`src/rtl/qsched_pkg.sv`:
```
package qsched_pkg;
  localparam int NUM_CLS  = 3;
  localparam int CLS_LAT  = 0;
  localparam int CLS_BAL  = 1;
  localparam int CLS_BULK = 2;
  localparam int DEF_W_BAL  = 2;
  localparam int DEF_W_BULK = 4;
endpackage

```
`src/rtl/qsched_pick.sv`:
```
module qsched_pick #(
  parameter int WIN_W  = 6,
  parameter int CRED_W = 3,
  parameter int W_BAL  = 2,
  parameter int W_BULK = 4
) (
  input  logic [2:0]        req,
  input  logic [WIN_W:0]    pri_used,
  input  logic [WIN_W:0]    bulk_used,
  input  logic [WIN_W:0]    cfg_pri_max,
  input  logic [WIN_W:0]    cfg_bulk_cap,
  input  logic [CRED_W-1:0] bal_cred,
  input  logic [CRED_W-1:0] bulk_cred,
  output logic [2:0]        pick,
  output logic [CRED_W-1:0] bal_cred_nx,
  output logic [CRED_W-1:0] bulk_cred_nx
);
  import qsched_pkg::*;

  logic sole, lat_ok, bal_ok, bulk_ok, reload;
  logic [CRED_W-1:0] eff_bal, eff_bulk;

  always_comb begin
    sole     = ($countones(req) == 1);
    lat_ok   = req[CLS_LAT]  && (sole || (pri_used  < cfg_pri_max));
    bulk_ok  = req[CLS_BULK] && (sole || (bulk_used < cfg_bulk_cap));
    bal_ok   = req[CLS_BAL];
    reload   = (bal_cred == '0) && (bulk_cred == '0);
    eff_bal  = reload ? CRED_W'(W_BAL)  : bal_cred;
    eff_bulk = reload ? CRED_W'(W_BULK) : bulk_cred;

    pick         = 3'b000;
    bal_cred_nx  = bal_cred;
    bulk_cred_nx = bulk_cred;
    if (lat_ok) begin
      pick = 3'b001;
    end else if (bal_ok && bulk_ok) begin
      if (eff_bal != '0) begin
        pick         = 3'b010;
        bal_cred_nx  = eff_bal - 1'b1;
        bulk_cred_nx = eff_bulk;
      end else begin
        pick         = 3'b100;
        bal_cred_nx  = eff_bal;
        bulk_cred_nx = eff_bulk - 1'b1;
      end
    end else if (bal_ok) begin
      pick = 3'b010;
    end else if (bulk_ok) begin
      pick = 3'b100;
    end else if (req[CLS_LAT]) begin
      pick = 3'b001;
    end else if (req[CLS_BULK]) begin
      pick = 3'b100;
    end
  end
endmodule

```
`src/rtl/qsched_window.sv`:
```
module qsched_window #(
  parameter int WIN_SLOTS = 64,
  parameter int CRED_W    = 3,
  parameter int W_BAL     = 2,
  parameter int W_BULK    = 4,
  localparam int WIN_W    = $clog2(WIN_SLOTS)
) (
  input  logic              clk,
  input  logic              rst_n,
  input  logic              commit,
  input  logic              take_lat,
  input  logic              take_bulk,
  input  logic [CRED_W-1:0] bal_cred_nx,
  input  logic [CRED_W-1:0] bulk_cred_nx,
  output logic [WIN_W:0]    pri_used,
  output logic [WIN_W:0]    bulk_used,
  output logic [CRED_W-1:0] bal_cred,
  output logic [CRED_W-1:0] bulk_cred
);
  logic [WIN_W-1:0] slot_cnt;
  logic             last_slot;

  assign last_slot = (slot_cnt == WIN_W'(WIN_SLOTS - 1));

  always_ff @(posedge clk or negedge rst_n) begin
    if (!rst_n) begin
      slot_cnt  <= '0;
      pri_used  <= '0;
      bulk_used <= '0;
      bal_cred  <= CRED_W'(W_BAL);
      bulk_cred <= CRED_W'(W_BULK);
    end else if (commit) begin
      if (last_slot) begin
        slot_cnt  <= '0;
        pri_used  <= '0;
        bulk_used <= '0;
        bal_cred  <= CRED_W'(W_BAL);
        bulk_cred <= CRED_W'(W_BULK);
      end else begin
        slot_cnt  <= slot_cnt + 1'b1;
        pri_used  <= pri_used  + (WIN_W+1)'(take_lat);
        bulk_used <= bulk_used + (WIN_W+1)'(take_bulk);
        bal_cred  <= bal_cred_nx;
        bulk_cred <= bulk_cred_nx;
      end
    end
  end

  // a start in the final slot clears the window accounting
  p_window_clear_r9: assert property (@(posedge clk) disable iff (!rst_n)
    commit && last_slot |=> (pri_used == '0) && (bulk_used == '0));

  // usage can never exceed the starts seen in this window
  p_usage_bound_r4: assert property (@(posedge clk) disable iff (!rst_n)
    (pri_used + bulk_used) <= {1'b0, slot_cnt});
endmodule

```
`src/rtl/qsched_hold.sv`:
```
module qsched_hold #(
  parameter int LEN_W = 4
) (
  input  logic             clk,
  input  logic             rst_n,
  input  logic [2:0]       pick,
  input  logic [LEN_W-1:0] len_sel,
  input  logic             out_ready,
  output logic [2:0]       grant,
  output logic             commit,
  output logic             busy
);
  logic [2:0]       owner;
  logic [LEN_W-1:0] rem;
  logic [LEN_W-1:0] eff_len;

  assign eff_len = (len_sel == '0) ? LEN_W'(1) : len_sel;
  assign grant   = busy ? owner : pick;
  assign commit  = !busy && (pick != 3'b000) && out_ready;

  always_ff @(posedge clk or negedge rst_n) begin
    if (!rst_n) begin
      busy  <= 1'b0;
      owner <= 3'b000;
      rem   <= '0;
    end else if (commit) begin
      if (eff_len > LEN_W'(1)) begin
        busy  <= 1'b1;
        owner <= pick;
        rem   <= eff_len - 1'b1;
      end
    end else if (busy && out_ready) begin
      rem <= rem - 1'b1;
      if (rem == LEN_W'(1)) busy <= 1'b0;
    end
  end

  // never more than one owner
  p_grant_onehot_r1: assert property (@(posedge clk) disable iff (!rst_n)
    $onehot0(grant));

  // back-pressure freezes an ongoing packet
  p_hold_stall_r2: assert property (@(posedge clk) disable iff (!rst_n)
    busy && !out_ready |=> busy && (grant == $past(grant)));

  // a packet in flight cannot lose its owner before its beats are taken
  p_hold_keep_r2: assert property (@(posedge clk) disable iff (!rst_n)
    busy && (rem > LEN_W'(1)) |=> busy && (grant == $past(grant)));
endmodule

```
`src/rtl/qsched_satcnt.sv`:
```
module qsched_satcnt #(
  parameter int CNT_W = 16
) (
  input  logic             clk,
  input  logic             rst_n,
  input  logic             inc,
  output logic [CNT_W-1:0] cnt
);
  always_ff @(posedge clk or negedge rst_n) begin
    if (!rst_n)                   cnt <= '0;
    else if (inc && (cnt != '1))  cnt <= cnt + 1'b1;
  end

  // saturated counter stays put
  p_sat_hold_r10: assert property (@(posedge clk) disable iff (!rst_n)
    (cnt == '1) |=> (cnt == '1));

  // each start below saturation adds exactly one
  p_sat_step_r10: assert property (@(posedge clk) disable iff (!rst_n)
    inc && (cnt != '1) |=> (cnt == $past(cnt) + 1'b1));
endmodule

```
`src/rtl/qos_class_sched.sv`:
```
module qos_class_sched #(
  parameter int LEN_W     = 4,
  parameter int CNT_W     = 16,
  parameter int WIN_SLOTS = 64,
  parameter int W_BAL     = qsched_pkg::DEF_W_BAL,
  parameter int W_BULK    = qsched_pkg::DEF_W_BULK,
  localparam int NCLS     = qsched_pkg::NUM_CLS,
  localparam int WIN_W    = $clog2(WIN_SLOTS),
  localparam int CRED_W   = $clog2(((W_BAL > W_BULK) ? W_BAL : W_BULK) + 1)
) (
  input  logic                  clk,
  input  logic                  rst_n,
  input  logic [NCLS-1:0]       req,
  input  logic [NCLS*LEN_W-1:0] len_hint,
  input  logic                  out_ready,
  input  logic [WIN_W:0]        cfg_pri_max,
  input  logic [WIN_W:0]        cfg_bulk_cap,
  output logic [NCLS-1:0]       grant,
  output logic [NCLS*CNT_W-1:0] svc_count
);
  import qsched_pkg::*;

  logic [2:0]        pick;
  logic [CRED_W-1:0] bal_cred, bulk_cred, bal_cred_nx, bulk_cred_nx;
  logic [WIN_W:0]    pri_used, bulk_used;
  logic [LEN_W-1:0]  len_sel;
  logic              commit, busy;

  always_comb begin
    len_sel = '0;
    for (int i = 0; i < NCLS; i++)
      if (pick[i]) len_sel = len_hint[i*LEN_W +: LEN_W];
  end

  qsched_pick #(.WIN_W(WIN_W), .CRED_W(CRED_W), .W_BAL(W_BAL), .W_BULK(W_BULK)) u_pick (
    .req(req), .pri_used(pri_used), .bulk_used(bulk_used),
    .cfg_pri_max(cfg_pri_max), .cfg_bulk_cap(cfg_bulk_cap),
    .bal_cred(bal_cred), .bulk_cred(bulk_cred),
    .pick(pick), .bal_cred_nx(bal_cred_nx), .bulk_cred_nx(bulk_cred_nx)
  );

  qsched_window #(.WIN_SLOTS(WIN_SLOTS), .CRED_W(CRED_W), .W_BAL(W_BAL), .W_BULK(W_BULK)) u_win (
    .clk(clk), .rst_n(rst_n), .commit(commit),
    .take_lat(pick[CLS_LAT]), .take_bulk(pick[CLS_BULK]),
    .bal_cred_nx(bal_cred_nx), .bulk_cred_nx(bulk_cred_nx),
    .pri_used(pri_used), .bulk_used(bulk_used),
    .bal_cred(bal_cred), .bulk_cred(bulk_cred)
  );

  qsched_hold #(.LEN_W(LEN_W)) u_hold (
    .clk(clk), .rst_n(rst_n), .pick(pick), .len_sel(len_sel),
    .out_ready(out_ready), .grant(grant), .commit(commit), .busy(busy)
  );

  for (genvar g = 0; g < NCLS; g++) begin : g_cnt
    qsched_satcnt #(.CNT_W(CNT_W)) u_cnt (
      .clk(clk), .rst_n(rst_n), .inc(commit && pick[g]),
      .cnt(svc_count[g*CNT_W +: CNT_W])
    );
  end

  // an idle scheduler only offers to a requesting class
  p_idle_grant_req_r1: assert property (@(posedge clk) disable iff (!rst_n)
    !busy |-> ((grant & ~req) == 3'b000));

  // a lone requester is always offered the egress
  p_sole_grant_r3: assert property (@(posedge clk) disable iff (!rst_n)
    !busy && ($countones(req) == 1) |-> (grant == req));

  // an eligible latency request beats everything when idle
  p_lat_first_r4: assert property (@(posedge clk) disable iff (!rst_n)
    !busy && req[CLS_LAT] && (pri_used < cfg_pri_max) |-> grant[CLS_LAT]);
endmodule

```
`config.mk`:
```
export PLATFORM = sky130hd
export DESIGN_NAME = qos_class_sched
export DESIGN_NICKNAME = d
export VERILOG_FILES = /design/src/rtl/qsched_pkg.sv /design/src/rtl/qsched_pick.sv /design/src/rtl/qsched_window.sv /design/src/rtl/qsched_hold.sv /design/src/rtl/qsched_satcnt.sv /design/src/rtl/qos_class_sched.sv
export SDC_FILE = /design/constraint.sdc
export NUM_CORES = 1
export LEC_CHECK = 0
export ABC_AREA = 1
export BUFFER_PORTS_ARGS = -buffer_cell sky130_fd_sc_hd__buf_2
export CORE_AREA = 2 2 100 174
export CTS_CLUSTER_DIAMETER = 100
export DETAILED_ROUTE_END_ITERATION = 12
export DIE_AREA = 0 0 102 176
export SLEW_MARGIN = 0
export SYNTH_ARGS = -nofsm -noshare
export SYNTH_HDL_FRONTEND = slang
export SYNTH_SLANG_ARGS = --single-unit
```
`constraint.sdc`:
```
create_clock -name clk -period 4.3 [get_ports clk]
set_clock_uncertainty 0.15 [all_clocks]
set_input_delay 0.43 -clock clk [delete_from_list [all_inputs] [get_ports clk]]
set_output_delay 0.43 -clock clk [all_outputs]
set_load 0.01 [all_outputs]
```
==> results of run 1 <==
## per-stage QoR
stage               cells  setup WS (ps)
global route          944          97.43
floorplan             630          885.8
detailed placement    928          292.9
finish                944          522.2
CTS                   944          371.1
global placement      928          372.2
## worst min path at each step
stage	start	endpoint	slack, ps	cells after the start
3_3_place_gp	u_hold.owner[1]	u_hold.owner[1]	320	2
3_5_place_dp	u_hold.owner[1]	u_hold.owner[1]	320	2
4_1_cts	rst_n	g_cnt[0].u_cnt.cnt[2]	0.03	1
2_1_floorplan	rst_n	g_cnt[0].u_cnt.cnt[0]	-20	0
5_1_grt	rst_n	g_cnt[0].u_cnt.cnt[2]	30	1
6_report	rst_n	g_cnt[0].u_cnt.cnt[2]	-30	1
## cells by family (layout without fill, tap and decap cells)
| kind of cell | Yosys count | after routing | synth area share |
|---|---|---|---|
| DFF | 82 | 82 | 0.4077 |
| AOI/OAI and AO/OA | 66 | 66 | 0.07351 |
| and+or+nand+nor | 296 | 296 | 0.2650 |
| adders and majority gates | 32 | 32 | 0.08095 |
| xor gates and xnor gates | 52 | 52 | 0.09039 |
| muxes | 1 | 1 | 0.001987 |
| buffers and inverters | 101 | 191 | 0.08046 |
## per-layer routing
layer / up-vias / wire length [µm] / part of all wire
li1: 2192 / - / -
met2: 73 / 6745 / 0.55
met3: 18 / 301 / 0.025
met5: - / 0 / 0
met1: 2052 / 4864 / 0.40
met4: 0 / 301 / 0.025
## worst reg2reg max path, stage by stage (launching register included)
cell	delay, ps
dfrtp_1	400
nor3_1	180
nand4_1	160
nand2_1	110
inv_1	40
ha_1	180
ha_1	340
nand4_4	180
nand2_1	90
nand2_2	200
nor2_1	70
nor2_1	240
nand3_1	140
nand2_1	110
inv_1	50
ha_1	200
or2_2	300
nand3_1	100
nand2_2	150
nand2_1	170
o21ai_0	100
nand2_1	60
## what timing repair did
action                     in CTS  in global routing
gates resized for setup         0                  1
setup endpoints to repair       0                  3
hold buffers                    0                  0
buffers inserted                0                  0
## power groups by stage
| stage | combinational [mW] | sequential [mW] | clock, mW |
|---|---|---|---|
| after detailed placement | 0.989 | 1.24 | 0 |
| after global routing | 1.14 | 1.27 | 0.888 |
| final | 0.973 | 1.23 | 0.833 |
| after floorplan | 0.647 | 1.23 | 0 |
| after global placement | 0.971 | 1.24 | 0 |
| after CTS | 0.998 | 1.23 | 0.859 |
## area by class of cell
| type | instances | area, µm² |
|---|---|---|
| fill | 1817 | 10440 |
| multi-input combinational | 447 | 2581 |
| sequential | 82 | 2054 |
| timing repair buffer | 85 | 435.4 |
| inverter | 90 | 337.8 |
| tap | 224 | 280.3 |
| clock buffer | 13 | 250.2 |
| clock inverter | 3 | 65.06 |
## placed cells by master (no fill, tap or decap), drive strengths merged
cell / netlist / layout
nand2: 157 / 157
inv: 89 / 89
buf: 8 / 85
dfrtp: 80 / 80
nor2: 56 / 56
o21ai: 44 / 44
nand3: 34 / 34
xor2: 32 / 32
ha: 31 / 31
xnor2: 20 / 20
nand4: 19 / 19
nor3: 19 / 19
clkbuf: 3 / 13
a21oi: 11 / 11
nor4: 6 / 6
o31ai: 5 / 5
and3: 2 / 2
a31oi: 2 / 2
bufinv: 0 / 2
dfstp: 2 / 2
clkinv: 1 / 2
a21o: 1 / 1
or3b: 1 / 1
or2: 1 / 1
a41oi: 1 / 1
a22o: 1 / 1
a31o: 1 / 1
mux2i: 1 / 1
nand3b: 1 / 1
fa: 1 / 1
## registers in the layout (all words and copies together), names as in the netlist
register,count
g_cnt.u_cnt.cnt,48
u_win.bulk_used,7
u_win.pri_used,7
u_win.slot_cnt,6
u_hold.rem,4
u_hold.owner,3
u_win.bal_cred,3
u_win.bulk_cred,3
u_hold.busy,1
==> reports/metrics.cfg, run 1 <==
[critical_path]
cp.required_ps = 4430
crit_end = u_hold.rem[1]
critPathMaxFanout = 12
endpoint_kind = flop
cp_common_cell = nand2_1
cp_slowest_cell = dfrtp_1
crit_family = simple AND/OR/NAND/NOR gates
worstReg2RegStart = u_win.bal_cred[0]
critical_path_buf_inv_count = 2
timing.rr.end = u_hold.rem[1]
max_stage_delay_ps = 400
start_kind = flop
reg2reg_slack_ps = 520
path_depth = 21
crit_chain = nor3_1 > nand4_1 > nand2_1 > inv_1 > ha_1 > ha_1 > nand4_4 > nand2_1 > nand2_2 > nor2_1 > nor2_1 > nand3_1 > nand2_1 > inv_1 > ha_1 > or2_2 > nand3_1 > nand2_2 > nand2_1 > o21ai_0 > nand2_1
r2r_cells = 21
critical_path.startpoint = u_win.bal_cred[0]
crit_arrival_ps = 3910
critPathKind = reg -> reg

[cts]
clock_latency_ps = 340
cts_made_buffers = 9
clockRootBuffer = clkbuf_16
clkTransAtPathRegs_ps = 70
clockBufferDepth = 2
cts-htree-levels = 3
cts.sinks = 82
cts_tree = yes

[timing]
fin_crit_sh = 0.8786
timing.fmax_mhz = 264.7
hold_ws_ps = -28.90
relSlewSlack = 0.5501
slew_viol_final = 0
rsz0062_at_grt = no
finalCriticalPeriod_ps = 3778
fin_setup_tns_ps = 0
finalHoldViolCount = 26
setup_viol = 0
worstMarginPinSlew_ps = 674.8

[floorplanning]
ios = 83
die-height_um = 176
die-area_um2 = 17950
row_count = 62
start_util = 0.3064
die_w_um = 102
core_um2 = 16450

[synthesis]
synth_common_cells = 150 x nand2_1, 86 x inv_1, 80 x dfrtp_1
ys_types = 41
synth_edf_count = 0
synthTopCellsByArea = dfrtp_1 40%, nand2_1 11%, ha_1 7.7%, inv_1 6.4%, xor2_1 5.6%
synth_largest_area_cell = dfrtp_1
syn_inst = 630
syn-cell-area_um2 = 5039
yosysMostFrequentCell = nand2_1
synth_seq_cells = 82
synth_async_sr_flop_share = 1.000
postSynthAreaPerCell_um2 = 7.998
yosysSeqAreaShare = 0.4077
synth_nets = 694
synth-main-ff-cell = dfrtp_1
synth_top_area_share = 0.3973
yosysWarnings = 0

[global_route]
grt_busiest_layer = met2
grt_use_total = 0.1461
met3_usage = 0.01979
grt_pass1_wl_um = 20780
grt_overflow = 0
met1_usage = 0.1595
grt_max_degree = 52
grt_use_met2 = 0.2741
grt_antenna_before_repair = 0
grt_pass1_vias = 4417

[final_layout]
antennaDiodeCount = 0
drive_gt1_frac = 0.1708
area_growth_pct = 19.17
finalCoreUtilization = 0.3651
nets = 779
fin_area_um2 = 6005

[power]
p_leak_nw = 3.046
intPower_mw = 1.908
p_switching_mw = 1.128
ir_drop_mv = 0.2514
p_seq_frac = 0.405
pwr-share-comb = 0.321
switching_share = 0.3716
p_per_area_nw_per_um2 = 505.7
p_total_mw = 3.037
p_clk_frac = 0.274

[place]
io_buffer_count = 82
hpwlAfterDp_um = 9499
globalplace.congestion = 0.8312
place_area_um2 = 5687

[run_status]
failed_checks = negative hold slack
status = finished, violations left

[drt]
via_count = 4335
route.detailed.drc = 0
wl_per_cell_um = 12.94
routed_wl_um = 12210
antenna_left = 0
drt_iter0_markers = 164
first_pass_iters = 4
via_per_inst = 4.592

[run]
maxCapViolCount = 0

[min_path]
hold_class = in -> async

(Power assumes the default switching activity.)
==> run 2, diff against run 1 <==
- CORE_AREA: 2 2 100 174 -> 2 2 75 130
- DIE_AREA: 0 0 102 176 -> 0 0 77 132
- PLACE_DENSITY: unset -> 0.78
==> run 2 against run 1 <==
The run now ends clean; design area is 2.5% lower; critical path depth stayed put; total power is 0.81% lower; largest power group unchanged; non-clock buffer count is 2 lower; highest routed layer unchanged; core utilization is 28 points higher; via count is 3.7% higher; sequential share of layout area is 0.89 points higher; flip-flop and latch count stayed put; register-to-register slack worse by 130 ps; sequential power hardly changed; first-iteration DRC count is 64% higher; count of clock-buffer cells in the layout is 1 higher.
==> reports/metrics.cfg, run 2 (synthesized netlist as in run 1, its figures left out) <==
[run_status]
status = finished, final reports clean  ; was finished, violations left

[place]
io_buffer_count = 82  ; unchanged
place_area_um2 = 5542  ; was 5687 µm²
hpwlAfterDp_um = 8676  ; was 9499 µm
numPlacedInstances = 822  ; was 928
globalplace.congestion = 0.8875  ; was 0.8312

[timing]
timing.fmax_mhz = 255.9  ; was 264.7 MHz
slew_viol_final = 0  ; unchanged
relSlewSlack = 0.2964  ; was 0.5501
finalHoldViolCount = 0  ; was 26
rsz0062_at_grt = no  ; unchanged
setup_viol = 0  ; unchanged
fin_crit_sh = 0.9088  ; was 0.8786
fin_setup_tns_ps = 0  ; unchanged
finalCriticalPeriod_ps = 3908  ; was 3778 ps
worstMarginPinSlew_ps = 1055  ; was 674.8 ps

[cts]
clockBufferDepth = 2  ; unchanged
clock_latency_ps = 340  ; about the same
clockRootBuffer = clkbuf_16  ; unchanged
cts_hold_buf = 0  ; unchanged
cts.sinks = 82  ; unchanged
cts-htree-levels = 3  ; unchanged
cts_tree = yes  ; unchanged
cts_made_buffers = 9  ; unchanged
clkTransAtPathRegs_ps = 60  ; was 70 ps

[final_layout]
nets = 777  ; was 779
nFillCells = 806  ; was 1,817
finalCoreUtilization = 0.6436  ; was 0.3651
fin_cells = 838  ; was 944
antennaDiodeCount = 0  ; unchanged
mostFrequentLayoutCell = nand2_1  ; unchanged
top_register = g_cnt.u_cnt.cnt  ; unchanged
fin_area_um2 = 5853  ; was 6005 µm²
drive_gt1_frac = 0.1699  ; was 0.1708
final-seq-area_um2 = 2054  ; unchanged
multi_input_area_um2 = 2581  ; unchanged
final_cell_mix = 149 x nand2_1, 86 x inv_1, 81 x buf_2  ; unchanged
area_growth_pct = 16.17  ; was 19.17%
top_regs = g_cnt.u_cnt.cnt: 48 flops, u_win.bulk_used: 7 flops, u_win.pri_used: 7 flops  ; unchanged
largest_reg_flops = 48  ; unchanged

[global_route]
grt_pass1_wl_um = 19790  ; was 20,780 µm
grt_overflow = 0  ; unchanged
grt_pass1_vias = 4548  ; was 4,417
grt_antenna_before_repair = 0  ; unchanged
grt_max_degree = 83  ; was 52
grt_use_total = 0.2402  ; was 0.1461

[power]
switching_share = 0.3742  ; was 0.3716
p_clk_frac = 0.263  ; was 0.274
pwr-share-comb = 0.328  ; was 0.321
p_switching_mw = 1.127  ; was 1.128 mW
p_leak_nw = 3.035  ; was 3.046 nW
p_total_mw = 3.012  ; was 3.037 mW
ir_drop_mv = 0.3975  ; was 0.2514 mV
intPower_mw = 1.885  ; was 1.908 mW
p_seq_frac = 0.410  ; was 0.405
p_per_area_nw_per_um2 = 514.6  ; was 505.7 nW/µm²

[critical_path]
start_kind = flop  ; unchanged
critical_path_buf_inv_count = 2  ; unchanged
crit_family = simple AND/OR/NAND/NOR gates  ; unchanged
endpoint_kind = flop  ; unchanged
cp_slowest_cell = dfrtp_1  ; unchanged
cp_common_cell = nand2_1  ; unchanged
timing.rr.end = u_hold.rem[1]  ; unchanged
cp.required_ps = 4430  ; about the same
reg2reg_slack_ps = 390  ; was 520 ps
critPathKind = reg -> reg  ; unchanged
critical_path.startpoint = u_win.bal_cred[0]  ; unchanged
critPathMaxFanout = 12  ; unchanged
crit_chain = nor3_1 > nand4_1 > nand2_1 > inv_1 > ha_1 > ha_1 > nand4_4 > nand2_1 > nand2_2 > nor2_1 > nor2_1 > nand3_1 > nand2_1 > inv_1 > ha_1 > or2_2 > nand3_1 > nand2_2 > nand2_1 > o21ai_0 > nand2_1  ; unchanged
max_stage_delay_ps = 400  ; about the same
r2r_cells = 21  ; unchanged
worstReg2RegStart = u_win.bal_cred[0]  ; unchanged
crit_arrival_ps = 4030  ; was 3910 ps

[drt]
route.detailed.drc = 0  ; unchanged
wl_per_cell_um = 13.86  ; was 12.94 µm
via_count = 4495  ; was 4,335
first_pass_iters = 5  ; was 4
via_per_inst = 5.364  ; was 4.592
routed_wl_um = 11620  ; was 12,210 µm
drt_iter0_markers = 269  ; was 164
antenna_left = 0  ; unchanged

[floorplanning]
die_w_um = 77  ; was 102 µm
die-height_um = 132  ; was 176 µm
start_util = 0.5541  ; was 0.3064
die-area_um2 = 10160  ; was 17,950 µm²
row_count = 46  ; was 62
core_um2 = 9094  ; was 16,450 µm²
ios = 83  ; unchanged

[run]
maxCapViolCount = 0  ; unchanged

[min_path]
hold_class = in -> async  ; unchanged

-- run 2: timing repair --
action	4_1_cts	5_1_grt
endpoints found under the setup margin	0	1
setup buffers	0	0
gates resized for setup	0	1
-- run 2: worst max-delay path by stage --
stage | end | slack, ps | depth (start not counted)
6_report | u_hold.rem[1] | 390 | 21
3_5_place_dp | u_hold.rem[1] | 220 | 22
5_1_grt | u_hold.rem[1] | 110 | 21
2_1_floorplan | u_hold.owner[1] | 890 | 21
3_3_place_gp | u_hold.rem[1] | 450 | 22
4_1_cts | u_hold.rem[1] | 290 | 21
-- run 2: final cells by class --
class                           count  share of cell area
Multi-Input combinational cell    447              0.4410
Sequential cell                    82              0.3510
Timing Repair Buffer               83             0.07183
Inverter                           90             0.05772
Clock buffer                       14             0.04681
Tap cell                          120             0.02565
Clock inverter                      2            0.005985
-- run 2: stage by stage --
step                setup slack (ps)  hold WS (ps)
finish                         392.0         98.17
global placement               447.8         322.9
CTS                            286.3         174.2
floorplan                      885.8        -15.59
global route                   109.9         233.5
detailed placement             217.5         334.1
-- run 2: routing by layer --
layer | track usage | wire length, µm
met5 | 0 | 0
met4 | 0.1300 | 456
met3 | 0.04795 | 387
met2 | 0.4444 | 6393
met1 | 0.2495 | 4381
-- run 2: power by group through the flow --
| stage | sequential (mW) | combinational (mW) | clock (mW) |
|---|---|---|---|
| global route | 1.26 | 1.14 | 0.840 |
| finish | 1.23 | 0.987 | 0.791 |
| detailed placement | 1.24 | 0.982 | 0 |
| CTS | 1.23 | 0.994 | 0.807 |
| floorplan | 1.23 | 0.647 | 0 |
| global placement | 1.23 | 0.940 | 0 |
